$ cat src/rtl/lsr_pkg.sv
// Shared constants, ratio encoding and ratio geometry for the lane serializer.
// Assumes the widest ratio uses every lane of the bus.
package lsr_pkg;
    localparam int LANES      = 16;
    localparam int NUM_RATIOS = 4;
    localparam int SEL_W      = $clog2(NUM_RATIOS);
    localparam int CNT_W      = $clog2(LANES);

    typedef enum logic [SEL_W-1:0] {
        RATIO_4  = 2'b00,
        RATIO_8  = 2'b01,
        RATIO_10 = 2'b10,
        RATIO_16 = 2'b11
    } ratio_e;

    // Bits per frame for a ratio code.
    function automatic int ratio_len(input logic [SEL_W-1:0] code);
        case (code)
            2'b00:   return 4;
            2'b01:   return 8;
            2'b10:   return 10;
            default: return LANES;
        endcase
    endfunction

    // Lowest lane of the centred window for a ratio code.
    function automatic int ratio_base(input logic [SEL_W-1:0] code);
        return (LANES - ratio_len(code)) / 2;
    endfunction
endpackage

$ cat src/rtl/lsr_window_sel.sv
// Lane window selector: extracts the centred lane window for each ratio and
// left-aligns it so the window's top lane lands at the word's MSB.
// Assumes the select is stable around the load edge (it is sampled there).
module lsr_window_sel
    import lsr_pkg::*;
(
    input  logic [SEL_W-1:0] sel,
    input  logic [LANES-1:0] lanes,
    output logic [LANES-1:0] aligned
);
    logic [LANES-1:0] cand [NUM_RATIOS];

    // One left-aligned candidate word per ratio, built from its lane window.
    for (genvar g = 0; g < NUM_RATIOS; g++) begin : g_win
        localparam int N  = ratio_len(SEL_W'(g));
        localparam int LO = ratio_base(SEL_W'(g));
        if (N == LANES) begin : g_full
            assign cand[g] = lanes;
        end else begin : g_part
            assign cand[g] = {lanes[LO+N-1:LO], {(LANES-N){1'b0}}};
        end
    end

    // Pick the candidate of the requested ratio.
    always_comb begin
        aligned = cand[sel];
    end
endmodule

$ cat src/rtl/lsr_frame_ctr.sv
// Frame counter: counts bit periods modulo the active ratio, raises a strobe
// on the last bit, latches a new ratio only at the frame boundary and drives
// a registered parallel-rate clock.
// Assumes the ratio input is valid in every cycle.
module lsr_frame_ctr
    import lsr_pkg::*;
(
    input  logic             clk,
    input  logic             rst_n,
    input  logic [SEL_W-1:0] ratio_sel,
    output logic [CNT_W-1:0] cnt,
    output logic [SEL_W-1:0] ratio_act,
    output logic             frame_end,
    output logic             par_clk
);
    logic [CNT_W-1:0] cnt_q, cnt_nxt;
    logic [SEL_W-1:0] act_q, act_nxt;
    logic             pclk_q;
    logic             last;

    // Next-state: wrap and adopt the requested ratio at the frame's last bit.
    always_comb begin
        last    = (int'(cnt_q) == ratio_len(act_q) - 1);
        cnt_nxt = last ? '0 : cnt_q + 1'b1;
        act_nxt = last ? ratio_sel : act_q;
    end

    // State registers; parallel clock follows the next count to stay aligned.
    always_ff @(posedge clk) begin
        if (!rst_n) begin
            cnt_q  <= '0;
            act_q  <= ratio_sel;
            pclk_q <= 1'b1;
        end else begin
            cnt_q  <= cnt_nxt;
            act_q  <= act_nxt;
            pclk_q <= (int'(cnt_nxt) < ratio_len(act_nxt) / 2);
        end
    end

    assign cnt       = cnt_q;
    assign ratio_act = act_q;
    assign frame_end = last;
    assign par_clk   = pclk_q;
endmodule

$ cat src/rtl/lsr_shifter.sv
// Shift register: loads a left-aligned word and shifts it toward the MSB one
// bit per clock, presenting the MSB as the serial bit.
// Assumes words arrive already left-aligned.
module lsr_shifter
    import lsr_pkg::*;
(
    input  logic             clk,
    input  logic             rst_n,
    input  logic             load,
    input  logic [LANES-1:0] din,
    output logic [LANES-1:0] sh,
    output logic             bit_out
);
    logic [LANES-1:0] sh_q;

    // Load on the strobe, otherwise shift left with zero fill.
    always_ff @(posedge clk) begin
        if (!rst_n) begin
            sh_q <= '0;
        end else if (load) begin
            sh_q <= din;
        end else begin
            sh_q <= {sh_q[LANES-2:0], 1'b0};
        end
    end

    assign sh      = sh_q;
    assign bit_out = sh_q[LANES-1];
endmodule

$ cat src/rtl/lsr_loop_route.sv
// Loopback router: selects line loopback for the main serial pair and gates
// the diagnostic mirror pair. Purely combinational.
// Assumes the enables are quasi-static configuration levels.
module lsr_loop_route (
    input  logic bit_clk,
    input  logic mux_data,
    input  logic lin_loop_n,
    input  logic diag_loop_n,
    input  logic ext_data,
    input  logic ext_clk,
    output logic ser_data,
    output logic ser_clk,
    output logic loop_data,
    output logic loop_clk
);
    // Main pair: external stream replaces the serializer in line loopback.
    always_comb begin
        ser_data = lin_loop_n ? mux_data : ext_data;
        ser_clk  = lin_loop_n ? bit_clk  : ext_clk;
    end

    // Mirror pair: serializer output when enabled, held low otherwise.
    always_comb begin
        loop_data = ~diag_loop_n & mux_data;
        loop_clk  = ~diag_loop_n & bit_clk;
    end
endmodule

$ cat src/rtl/lane_serializer.sv
// Top level of the selectable-ratio lane serializer: window selection,
// frame counting, shifting and loopback routing.
// Assumes clk is the serial bit clock and par_in is valid at the strobe edge.
module lane_serializer
    import lsr_pkg::*;
(
    input  logic        clk,
    input  logic        rst_n,
    input  logic [1:0]  ratio_sel,
    input  logic [15:0] par_in,
    input  logic        lin_loop_n,
    input  logic        diag_loop_n,
    input  logic        ext_ser_data,
    input  logic        ext_ser_clk,
    output logic        ser_data,
    output logic        ser_clk,
    output logic        loop_data,
    output logic        loop_clk,
    output logic        par_clk,
    output logic        fifo_rd
);
    logic [CNT_W-1:0] frame_cnt;
    logic [SEL_W-1:0] ratio_act;
    logic [LANES-1:0] win_word;
    logic [LANES-1:0] shreg;
    logic             frame_end;
    logic             mux_bit;

    lsr_frame_ctr u_ctr (
        .clk       (clk),
        .rst_n     (rst_n),
        .ratio_sel (ratio_sel),
        .cnt       (frame_cnt),
        .ratio_act (ratio_act),
        .frame_end (frame_end),
        .par_clk   (par_clk)
    );

    lsr_window_sel u_win (
        .sel     (ratio_sel),
        .lanes   (par_in),
        .aligned (win_word)
    );

    lsr_shifter u_sh (
        .clk     (clk),
        .rst_n   (rst_n),
        .load    (frame_end),
        .din     (win_word),
        .sh      (shreg),
        .bit_out (mux_bit)
    );

    lsr_loop_route u_route (
        .bit_clk     (clk),
        .mux_data    (mux_bit),
        .lin_loop_n  (lin_loop_n),
        .diag_loop_n (diag_loop_n),
        .ext_data    (ext_ser_data),
        .ext_clk     (ext_ser_clk),
        .ser_data    (ser_data),
        .ser_clk     (ser_clk),
        .loop_data   (loop_data),
        .loop_clk    (loop_clk)
    );

    assign fifo_rd = frame_end;
endmodule

$ cat config.mk
export PLATFORM = sky130hd
export DESIGN_NAME = lane_serializer
export DESIGN_NICKNAME = d
export VERILOG_FILES = /design/src/rtl/lsr_pkg.sv /design/src/rtl/lsr_window_sel.sv /design/src/rtl/lsr_frame_ctr.sv /design/src/rtl/lsr_shifter.sv /design/src/rtl/lsr_loop_route.sv /design/src/rtl/lane_serializer.sv
export SDC_FILE = /design/constraint.sdc
export NUM_CORES = 1
export LEC_CHECK = 0
export ABC_CLOCK_PERIOD_IN_PS = 3600
export BUFFER_PORTS_ARGS = -buffer_cell sky130_fd_sc_hd__buf_2
export CAP_MARGIN = 25
export CORE_UTILIZATION = 29
export CTS_CLUSTER_DIAMETER = 80
export CTS_CLUSTER_SIZE = 10
export DETAILED_ROUTE_END_ITERATION = 6
export PLACE_DENSITY = 0.56
export SLEW_MARGIN = 20
export SYNTH_ARGS = -nofsm -noshare
export SYNTH_HDL_FRONTEND = slang
export SYNTH_SLANG_ARGS = --single-unit
$ cat constraint.sdc
create_clock -name clk -period 3.6 [get_ports clk]
set_clock_uncertainty 0.1 [all_clocks]
set_input_delay 1.08 -clock clk [delete_from_list [all_inputs] [get_ports clk]]
set_output_delay 1.08 -clock clk [all_outputs]
set_load 0.005 [all_outputs]
==> reports/summary.txt <==
Outcome: completed
Post-synth EDFFs: 0
Seq/Total Area, Yosys: 34.8%
Setup tns final: 0 ns
Mapped Nets: 176
Leak Pwr: 0.000671 uW
First-pass iteration count of the detailed router: 4
Most frequent cells in the layout: buf_2, dfxtp_1, nand3_1, o21ai_0, nand2_1
PostCTS Resize Cnt: 0
Vias per cell: 5.09
Final net count: 203
CORE AREA: 4350 sq um
Io pins: 30
Synthesis-to-layout area growth: 20.8%
Top-area cell type share of the netlist area: 34.8%
Largest net degree at the start of global routing: 34
First-pass GRT wire length: 5170 microns
Clock latency on the worst-skew pair: 0.38 ns
Vias in the first global route: 1167
1st-iter DRT viols: 38
Slew Limit Fails: 0
Mapped Area: 1320 sq um
Top FF cell, synth: dfxtp_1
DRC viols: 0
Finished Core Util: 36.7%
GR Overflow Total: 0
Via count: 1155
Worst Max-Slew Pin Slew: 0.535 ns
WS Path Type: clock port to primary output
Die area: 4830 sq um
Total Wirelength: 2910 microns
Hold Vio Cnt, Final: 0
RD Place Congestion: 0.906
Initial antenna violation count: 0
Setup crit start kind: clock port
Tot GR Track Use: 14.2%
Share of post-route cells with drive strength above 1: 30.3%
Ys Warns: 0
R2R Setup Slk: 0.82 ns
N_diodes: 0
Initial core utilization: 30.3%
Die width: 69.5 microns
Avg Cell Area, Syn: 8.93 sq um
Pwr dens: 434 nW/um^2
TritonCTS clock tree: done
Most common cell after layout, fill and taps aside: buf_2
RSZ-0062 raised after global routing: no
CP endpoint kind: primary output
Req. time, crit path: 2.42 ns
Distinct cells, synth: 36
Row cnt: 24
Hold WC Path Type: register to register
Top post-synthesis cells by area: dfxtp_1, nand3_1, mux4_2
#FFs+latches synth: 23
Yosys top cell by area: dfxtp_1
Peak supply drop: 151 uV
Post-CTS Hold Fix Bufs: 0
Ys async rst share: 0%
Filler Cells Inserted: 471
Routed WL per cell: 12.8 microns
Synthesized instance count: 148
WP data arrival: 2.40 ns
Post-DP HPWL: 2020 microns
Setup violators final: 0
Clock-pin slew on the worst setup and hold paths: 0.08 ns
Routed Antenna Nets: 0
PortBufs: 29
Crit path max fanout: 2
Die Height: 69.5 microns
Slew margin rel.: 64.3%
Number of max-cap violations: 0
Post-CTS Repair Setup Buffers: 0
synth_stat cells, types with 2 or more instances:
cell type,count
dfxtp_1,23
nand3_1,21
o21ai_0,14
nand2_1,13
clkbuf_1,9
mux2_2,6
mux2i_1,6
nor2_1,6
a21oi_1,5
ha_1,4
mux4_2,4
nor2b_1,4
a221o_1,2
and2_1,2
buf_1,2
buf_2,2
nand2b_1,2
o211a_1,2
o31ai_1,2
xnor2_1,2
xor2_1,2
metrics by stage:
step	instance area (sq um)	std cells	total power (uW)	worst slack (ns)	hold WS (ns)
5_1_grt	1600	227	742	0.00113	0.400
4_1_cts	1600	227	707	0.0109	0.365
3_3_place_gp	1490	218	411	0.264	0.343
3_5_place_dp	1490	218	412	0.264	0.347
2_1_floorplan	1320	148	370	0.365	0.321
6_report	1600	227	693	0.0186	0.359
worst max-delay path: stages:
cell and delay, ns:
clkbuf_8 0.12, clkbuf_8 0.12, mux2_2 0.24, buf_2 0.12
final timing paths:
check        cells past startpoint       endpoint          from
max reg2reg                      9  u_ctr.par_clk  u_ctr.cnt[3]
max                              4        ser_clk           clk
min reg2reg                      2    u_sh.sh[15]   u_sh.sh[14]
min                              2    u_sh.sh[15]   u_sh.sh[14]
layout make-up:
cell class,instances,area (sq um),area share [%]
clock buffers,10,110,6.90
multi-input cells,110,795,49.8
repair buffers,30,158,9.87
flip-flops and latches,23,460,28.8
clock inverters,1,5.00,0.313
inverters,1,3.75,0.235
well taps,52,65.1,4.08
flip-flops by register name (all words and copies together), names as in the netlist:
signal / cells
u_sh.sh: 16
u_ctr.cnt: 4
u_ctr.ratio_act: 2
u_ctr.par_clk: 1
power breakdown:
| part | switching (uW) | internal (uW) | total, uW | leakage, uW |
|---|---|---|---|---|
| combinational | 52.4 | 54.1 | 107 | 0.000414 |
| clock | 119 | 193 | 311 | 0.0000702 |
| sequential | 11.7 | 264 | 275 | 0.000187 |
cells by family after synthesis:
group / Yosys count / synth area share (%)
compound gates: 32 / 16.6
xor+xnor: 4 / 2.65
fa+ha+maj: 4 / 3.79
buf+inv: 15 / 5.02
flops: 23 / 34.8
mux: 16 / 16.5
simple gates: 54 / 20.6
routing by layer:
metal / up-vias / routed length [microns] / track usage [%]
met4: 0 / 50 / 9.30
met5: - / 0 / 0
met3: 9 / 225 / 7.85
met1: 524 / 1300 / 15.3
li1: 590 / - / -
met2: 32 / 1330 / 21.4
Power figures use the tool's default switching activity.
